--- src/rtl/trim_pkg.sv ---
package trim_pkg;

    localparam int DW  = 24;
    localparam int NCH = 4;
    localparam int CHW = $clog2(NCH);
    localparam int AW  = 8;
    localparam int PW  = 2 * DW + 2;

    localparam logic [AW-1:0] ADDR_CTRL  = 8'h20;
    localparam logic [AW-1:0] ADDR_GAIN0 = 8'h21;
    localparam logic [AW-1:0] ADDR_OFS0  = 8'h25;

    typedef logic [DW-1:0] word_t;

    localparam word_t GAIN_UNITY = {1'b1, {(DW-1){1'b0}}};
    localparam word_t WORD_MAX   = {1'b0, {(DW-1){1'b1}}};
    localparam word_t WORD_MIN   = {1'b1, {(DW-1){1'b0}}};

    typedef struct packed {
        logic [CHW-1:0] cal_ch;
        logic           cal_en;
        logic           gain_en;
        logic           ofs_en;
    } ctrl_t;

    // Clamp a wide signed value into the signed word range.
    function automatic word_t clamp_word(input logic signed [PW-1:0] v);
        logic signed [PW-1:0] hi;
        logic signed [PW-1:0] lo;
        hi = {{(PW-DW+1){1'b0}}, {(DW-1){1'b1}}};
        lo = {{(PW-DW+1){1'b1}}, {(DW-1){1'b0}}};
        if (v > hi)      return WORD_MAX;
        else if (v < lo) return WORD_MIN;
        else             return v[DW-1:0];
    endfunction

    function automatic logic signed [PW-1:0] sext_word(input word_t w);
        return {{(PW-DW){w[DW-1]}}, w};
    endfunction

endpackage

--- src/rtl/trim_regs.sv ---
module trim_regs
    import trim_pkg::*;
(
    input  logic                    clk,
    input  logic                    rst_n,
    input  logic                    wr_en,
    input  logic [AW-1:0]           addr,
    input  word_t                   wdata,
    output word_t                   rdata,
    input  logic                    cal_done,
    input  word_t                   cal_mean,
    output ctrl_t                   ctrl,
    output logic [NCH-1:0][DW-1:0]  gains,
    output logic [NCH-1:0][DW-1:0]  offsets
);

    typedef struct packed {
        ctrl_t                   ctrl;
        logic [NCH-1:0][DW-1:0]  gain;
        logic [NCH-1:0][DW-1:0]  ofs;
    } regs_t;

    regs_t regs_d, regs_q;

    always_comb begin
        regs_d = regs_q;
        if (wr_en) begin
            if (addr == ADDR_CTRL) begin
                regs_d.ctrl.ofs_en  = wdata[0];
                regs_d.ctrl.gain_en = wdata[1];
                regs_d.ctrl.cal_en  = wdata[2];
                regs_d.ctrl.cal_ch  = wdata[4 +: CHW];
            end
            for (int c = 0; c < NCH; c++) begin
                if (addr == ADDR_GAIN0 + AW'(c)) regs_d.gain[c] = wdata;
                if (addr == ADDR_OFS0 + AW'(c))  regs_d.ofs[c]  = wdata;
            end
        end
        // Calibration write-back overrides a software write in the same cycle.
        if (cal_done) begin
            regs_d.ofs[regs_q.ctrl.cal_ch] = cal_mean;
            regs_d.ctrl.cal_en             = 1'b0;
        end
    end

    always_ff @(posedge clk or negedge rst_n) begin
        if (!rst_n) begin
            regs_q.ctrl <= '0;
            for (int c = 0; c < NCH; c++) begin
                regs_q.gain[c] <= GAIN_UNITY;
                regs_q.ofs[c]  <= '0;
            end
        end else begin
            regs_q <= regs_d;
        end
    end

    always_comb begin
        rdata = '0;
        if (addr == ADDR_CTRL) begin
            rdata[0]          = regs_q.ctrl.ofs_en;
            rdata[1]          = regs_q.ctrl.gain_en;
            rdata[2]          = regs_q.ctrl.cal_en;
            rdata[4 +: CHW]   = regs_q.ctrl.cal_ch;
        end
        for (int c = 0; c < NCH; c++) begin
            if (addr == ADDR_GAIN0 + AW'(c)) rdata = regs_q.gain[c];
            if (addr == ADDR_OFS0 + AW'(c))  rdata = regs_q.ofs[c];
        end
    end

    assign ctrl    = regs_q.ctrl;
    assign gains   = regs_q.gain;
    assign offsets = regs_q.ofs;

endmodule

--- src/rtl/trim_cal.sv ---
module trim_cal
    import trim_pkg::*;
#(
    parameter int K = 4
) (
    input  logic            clk,
    input  logic            rst_n,
    input  logic            smp_vld,
    input  logic [CHW-1:0]  smp_ch,
    input  word_t           smp_data,
    input  logic            cal_en,
    input  logic [CHW-1:0]  cal_ch,
    output logic            done,
    output word_t           mean
);

    localparam int ACCW = DW + K;

    typedef struct packed {
        logic signed [ACCW-1:0] acc;
        logic [K-1:0]           cnt;
    } cal_t;

    cal_t cal_d, cal_q;
    logic signed [ACCW-1:0] sum;

    always_comb begin
        cal_d = cal_q;
        done  = 1'b0;
        sum   = cal_q.acc + {{K{smp_data[DW-1]}}, smp_data};
        // Low word of sum >>> K is the floor of the mean.
        mean  = sum[K +: DW];
        if (!cal_en) begin
            cal_d = '0;
        end else if (smp_vld && smp_ch == cal_ch) begin
            if (&cal_q.cnt) begin
                done  = 1'b1;
                cal_d = '0;
            end else begin
                cal_d.acc = sum;
                cal_d.cnt = cal_q.cnt + 1'b1;
            end
        end
    end

    always_ff @(posedge clk or negedge rst_n) begin
        if (!rst_n) cal_q <= '0;
        else        cal_q <= cal_d;
    end

endmodule

--- src/rtl/trim_dp.sv ---
module trim_dp
    import trim_pkg::*;
(
    input  logic            clk,
    input  logic            rst_n,
    input  logic            in_vld,
    input  logic [CHW-1:0]  in_ch,
    input  word_t           in_data,
    input  word_t           ofs_val,
    input  word_t           gain_val,
    input  logic            ofs_en,
    input  logic            gain_en,
    output logic            out_vld,
    output logic [CHW-1:0]  out_ch,
    output word_t           out_data
);

    localparam logic signed [PW-1:0] RND = {{(PW-DW+1){1'b0}}, 1'b1, {(DW-2){1'b0}}};

    typedef struct packed {
        logic           s1_vld;
        logic [CHW-1:0] s1_ch;
        word_t          s1_diff;
        word_t          s1_gain;
        logic           s1_gen;
        logic           o_vld;
        logic [CHW-1:0] o_ch;
        word_t          o_data;
    } pipe_t;

    pipe_t pipe_d, pipe_q;

    logic signed [PW-1:0] diff_w;
    logic signed [PW-1:0] mul_a;
    logic signed [PW-1:0] mul_b;
    logic signed [PW-1:0] prod;
    logic signed [PW-1:0] scaled;
    word_t                stage2;

    always_comb begin
        pipe_d = pipe_q;

        // Stage 1: offset removal with clamp.
        diff_w = sext_word(in_data) - (ofs_en ? sext_word(ofs_val) : '0);
        pipe_d.s1_vld  = in_vld;
        pipe_d.s1_ch   = in_ch;
        pipe_d.s1_diff = clamp_word(diff_w);
        pipe_d.s1_gain = gain_val;
        pipe_d.s1_gen  = gain_en;

        // Stage 2: unsigned gain, round half up, clamp.
        mul_a  = sext_word(pipe_q.s1_diff);
        mul_b  = {{(PW-DW){1'b0}}, pipe_q.s1_gain};
        prod   = mul_a * mul_b;
        scaled = (prod + RND) >>> (DW - 1);
        stage2 = pipe_q.s1_gen ? clamp_word(scaled) : pipe_q.s1_diff;

        pipe_d.o_vld  = pipe_q.s1_vld;
        pipe_d.o_ch   = pipe_q.s1_ch;
        pipe_d.o_data = pipe_q.s1_vld ? stage2 : '0;
    end

    always_ff @(posedge clk or negedge rst_n) begin
        if (!rst_n) pipe_q <= '0;
        else        pipe_q <= pipe_d;
    end

    assign out_vld  = pipe_q.o_vld;
    assign out_ch   = pipe_q.o_ch;
    assign out_data = pipe_q.o_data;

endmodule

--- src/rtl/chan_trim.sv ---
module chan_trim
    import trim_pkg::*;
#(
    parameter int CAL_SHIFT = 4
) (
    input  logic        clk,
    input  logic        rst_n,
    input  logic        in_vld,
    input  logic [1:0]  in_ch,
    input  logic [23:0] in_data,
    input  logic        reg_wr,
    input  logic [7:0]  reg_addr,
    input  logic [23:0] reg_wdata,
    output logic [23:0] reg_rdata,
    output logic        out_vld,
    output logic [1:0]  out_ch,
    output logic [23:0] out_data
);

    ctrl_t                  ctrl;
    logic [NCH-1:0][DW-1:0] gains;
    logic [NCH-1:0][DW-1:0] offsets;
    logic                   cal_done;
    word_t                  cal_mean;

    trim_regs u_regs (
        .clk      (clk),
        .rst_n    (rst_n),
        .wr_en    (reg_wr),
        .addr     (reg_addr),
        .wdata    (reg_wdata),
        .rdata    (reg_rdata),
        .cal_done (cal_done),
        .cal_mean (cal_mean),
        .ctrl     (ctrl),
        .gains    (gains),
        .offsets  (offsets)
    );

    trim_cal #(.K(CAL_SHIFT)) u_cal (
        .clk      (clk),
        .rst_n    (rst_n),
        .smp_vld  (in_vld),
        .smp_ch   (in_ch),
        .smp_data (in_data),
        .cal_en   (ctrl.cal_en),
        .cal_ch   (ctrl.cal_ch),
        .done     (cal_done),
        .mean     (cal_mean)
    );

    trim_dp u_dp (
        .clk      (clk),
        .rst_n    (rst_n),
        .in_vld   (in_vld),
        .in_ch    (in_ch),
        .in_data  (in_data),
        .ofs_val  (offsets[in_ch]),
        .gain_val (gains[in_ch]),
        .ofs_en   (ctrl.ofs_en),
        .gain_en  (ctrl.gain_en),
        .out_vld  (out_vld),
        .out_ch   (out_ch),
        .out_data (out_data)
    );

endmodule

--- config.mk ---
export PLATFORM = sky130hd
export DESIGN_NAME = chan_trim
export DESIGN_NICKNAME = d
export VERILOG_FILES = /design/src/rtl/trim_pkg.sv /design/src/rtl/trim_regs.sv /design/src/rtl/trim_cal.sv /design/src/rtl/trim_dp.sv /design/src/rtl/chan_trim.sv
export SDC_FILE = /design/constraint.sdc
export NUM_CORES = 2
export LEC_CHECK = 0
export ABC_CLOCK_PERIOD_IN_PS = 8760
export BUFFER_PORTS_ARGS = -buffer_cell sky130_fd_sc_hd__buf_2
export CAP_MARGIN = 5
export CORE_MARGIN = 4
export CORE_UTILIZATION = 55
export CTS_BUF_LIST = sky130_fd_sc_hd__clkbuf_8
export DETAILED_ROUTE_END_ITERATION = 8
export PLACE_DENSITY_LB_ADDON = 0.3
export SETUP_SLACK_MARGIN = 0.5
export SLEW_MARGIN = 40
export SYNTH_ARGS = -nofsm -noshare
export SYNTH_HDL_FRONTEND = slang
export SYNTH_SLANG_ARGS = --single-unit
--- constraint.sdc ---
create_clock -name clk -period 8.76 [get_ports clk]
set_input_delay 0.438 -clock clk [delete_from_list [all_inputs] [get_ports clk]]
set_output_delay 0.438 -clock clk [all_outputs]
set_load 0.03 [all_outputs]
==> summary.md <==
| Metric | Value |
|---|---|
| Net Sw Frac | `0.449` |
| Max stage delay cell, worst path | `dfrtp_1` |
| Maximum number of pins on one net before global-route repair | `110` |
| Number of enable flip-flop cells after synthesis | `0` |
| Worst Setup Path Type | `flop to flop` |
| Row count | `93` |
| Fillers | `5,591` |
| Asr flop ratio synth | `1.00` |
| Levels on crit path | `26` |
| Antenna violations before repair | `11` |
| PwrDens | `164 nW/um^2` |
| Worst Skew | `0.0470 ns` |
| CP endpoint kind | `flop` |
| Final GP Congestion | `0.951` |
| Final Max Slew Viols | `0` |
| Vias in the first global route | `28.9k` |
| Share of layout cells above drive strength 1 | `0.139` |
| CTS tree | `done` |
| Starting Density | `0.558` |
| Synthesized-area fraction occupied by adder cells | `0.356` |
| Syn. warnings | `0` |
| CP Buf/Inv Count | `7` |
| Leading cell type in the layout, fill and taps excluded | `inv_1` |
| Hold Path Stages | `2` |
| Delay-heaviest family, CP | `adder cells` |
| Total routed wirelength | `107 mm` |
| Fin. Hold Viols | `0` |
| Int Pwr | `3.50 mW` |
| H-tree depth | `2` |
| DRC viols | `0` |
| Simple-gate share of the synthesized area | `0.145` |
| IO Port Bufs | `112` |
| Post-Place Cells | `4,550` |
| Avg Vias per Cell | `5.98` |
| WL/cell | `23.0 um` |
| FF-to-FF path depth | `26` |
| Crit Path Max Fanout | `19` |
| Worst EP arrival | `8.44 ns` |
| #FFs+latches synth | `308` |
| Mapped Nets | `4,545` |
| Post-DRT Antenna Nets | `0` |
| Post-layout instance area | `38,600 um^2` |
| Final cycle utilization of the critical path | `0.904` |
| CTS Buffer Depth | `3` |
| Avg Inst Size Synth | `9.64 um^2` |
| Switching power | `2.86 mW` |
| Drt first-iter violations | `2,676` |
| Root Buffer Master | `clkbuf_8` |
| Flop pwr share | `0.271` |
| First-pass GRT wire length | `168 mm` |
| Reg clk slew, reported paths | `0.06 ns` |
| Slowest cell delay on critical path | `0.90 ns` |
| Final min period | `7.91 ns` |
| Register area share after synthesis | `0.214` |
| Final Non-Filler Cells | `4,665` |
| Leakage | `19.4 nW` |
| Cell variety after synth | `93` |
| Clk pwr share | `0.221` |
| Max-cap violations | `0` |
| Crit path top cell by count | `fa_1` |
| Nets@finish | `4,554` |
| GR Util All Layers | `0.308` |
| Num CTS Buffers | `53` |
| Max frequency | `126 MHz` |
| Synthesized cell area | `36,100 um^2` |
| Mux share of post-synthesis cell area | `0.0778` |
| RSZ-0062 raised after global routing | `no` |
| Ys flop type | `dfrtp_1` |
| Setup TNS | `0 ns` |
| # clock sinks | `308` |
| Status | `complete, no violations` |
| I/O pin count | `113` |
| DIE WIDTH | `264 um` |
| Worst skew pair latency | `0.67 ns` |
| Most frequent cells in the layout | `578 x inv_1, 484 x fa_1, 482 x nand2_1` |
| XOR/XNOR share of the synthesized area | `0.0160` |
| Final setup vio count | `0` |
| DRT Pass-1 Iters | `6` |
| Total die area | `69,800 um^2` |
| DR vias | `27.9k` |
| Comb power frac | `0.509` |
| Tot Pwr | `6.35 mW` |
| Post-synthesis compound-gate area fraction | `0.105` |
| Worst vdd ir | `0.000129 V` |
| Critical path required time | `9.28 ns` |
| Setup crit start kind | `flop` |
| Worst hold path type | `input pin to flop` |
| Post-place instance area | `37,400 um^2` |
| Largest family of logic cells by synthesized area | `adder cells` |
| Global route overflow | `0` |
| DP HPWL | `79.6 mm` |
| Area Growth Syn to Fin | `7.01%` |
| Core Box Area | `64,700 um^2` |
| Synthesized instance count | `3,747` |
| Die H | `264 um` |
| Max-slew headroom | `0.407` |
| Slew @ Worst Pin | `0.883 ns` |
## metrics by stage
| step | util | hold WS, ns | worst slack [ns] |
|---|---|---|---|
| finish | 0.597 | 0.116 | 0.845 |
| global route | 0.597 | 0.107 | 0.527 |
| CTS | 0.596 | 0.0838 | 0.529 |
| detailed placement | 0.578 | 0.335 | 0.546 |
| global placement | 0.577 | 0.333 | 0.647 |
| floorplan | - | 0.142 | 1.70 |
## cell type report
cell class,instances,area [um^2],area share
Antenna cell,9,22.5,0.000583
Clock buffer,68,936,0.0242
Clock inverter,32,208,0.00537
Inverter,554,2080,0.0538
Multi-Input combinational cell,2649,25400,0.657
Sequential cell,308,7750,0.200
Tap cell,855,1070,0.0277
Timing Repair Buffer,190,1190,0.0309
## power by group through the flow
stage	Combinational (mW)	Clock, mW	Sequential [mW]
3_5_place_dp	3.18	0	1.73
4_1_cts	3.20	1.42	1.71
5_1_grt	3.63	1.49	1.73
3_3_place_gp	3.12	0	1.73
2_1_floorplan	2.34	0	1.59
6_report	3.23	1.40	1.72
## routing by layer
metal	share of wire	GRT usage	up-vias
met5	0.00060	0	-
li1	-	-	12200
met4	0.049	0.130	10
met2	0.45	0.480	1497
met1	0.40	0.421	13900
met3	0.099	0.0679	250
## logic make-up (layout without fill, tap and decap cells)
family                   count (synthesis)  after routing
XOR/XNOR                                65             65
buffers and inverters                  790            844
AO/OA/AOI/OAI                          582            582
flip-flops                             308            308
other                                    0              9
adder cells (fa/ha/maj)                736            736
multiplexers                           208            208
AND/OR/NAND/NOR                       1058           1058
## what timing repair did
action,4_1_cts,5_1_grt
hold buffers,2,0
hold endpoints to repair,103,0
buffers inserted,0,3
endpoints found under the setup margin,0,23
resized for setup,0,12
## flip-flops by register name (all words and copies together), names as in the netlist
register and count:
u_dp.mul_b 24, u_dp.out_vld 1, u_regs.offsets 96, u_dp.mul_a 24, u_dp.out_data 24, u_dp.pipe_d 3, u_dp.out_ch 2, u_regs.gains 96
u_dp.pipe_q 1, u_regs.ctrl 5, u_cal.cal_q 32
## synthesized netlist by cell type, types with 14 or more instances
cell type,instances,area [um^2]
a22o_1,18,158
a211oi_1,41,308
and3_1,34,213
xnor2_1,38,333
mux4_2,47,1060
a22oi_1,61,458
inv_1,554,2080
o21a_1,14,105
mux2_2,112,1260
nand4_1,40,250
nor3_1,20,100
dfrtp_1,304,7610
xor2_1,26,228
ha_1,252,3150
clkbuf_1,184,691
nand3_1,42,210
a21oi_1,127,636
mux2i_1,49,490
nand2_1,486,1820
o21ai_2,20,175
a31oi_1,18,113
o22ai_1,15,93.8
nand2b_1,33,206
and2_1,265,1660
buf_4,27,203
nor2_1,65,244
o21ai_0,156,781
nor2b_1,28,175
a21o_1,28,210
fa_1,484,9690
## final timing paths
path / from / endpoint / slack [ns]
worst max-delay path: u_dp.mul_b[16]$_DFF_PN0_ / u_dp.out_data[22]$_DFF_PN0_ / 0.85
worst max register to register: u_dp.mul_b[16]$_DFF_PN0_ / u_dp.out_data[22]$_DFF_PN0_ / 0.85
max in group asynchronous: rst_n / u_regs.gains[88]$_DFFE_PN0P_ / 7.06
worst min-delay path: reg_wdata[14] / u_regs.gains[14]$_DFFE_PN0P_ / 0.12
min in group asynchronous: rst_n / u_cal.cal_q[0]$_DFFE_PN0P_ / 0.26
worst min register to register: u_dp.pipe_d[25]$_DFF_PN0_ / u_dp.out_ch[1]$_DFF_PN0_ / 0.35
Note: power is estimated with default switching activity, not from simulation.
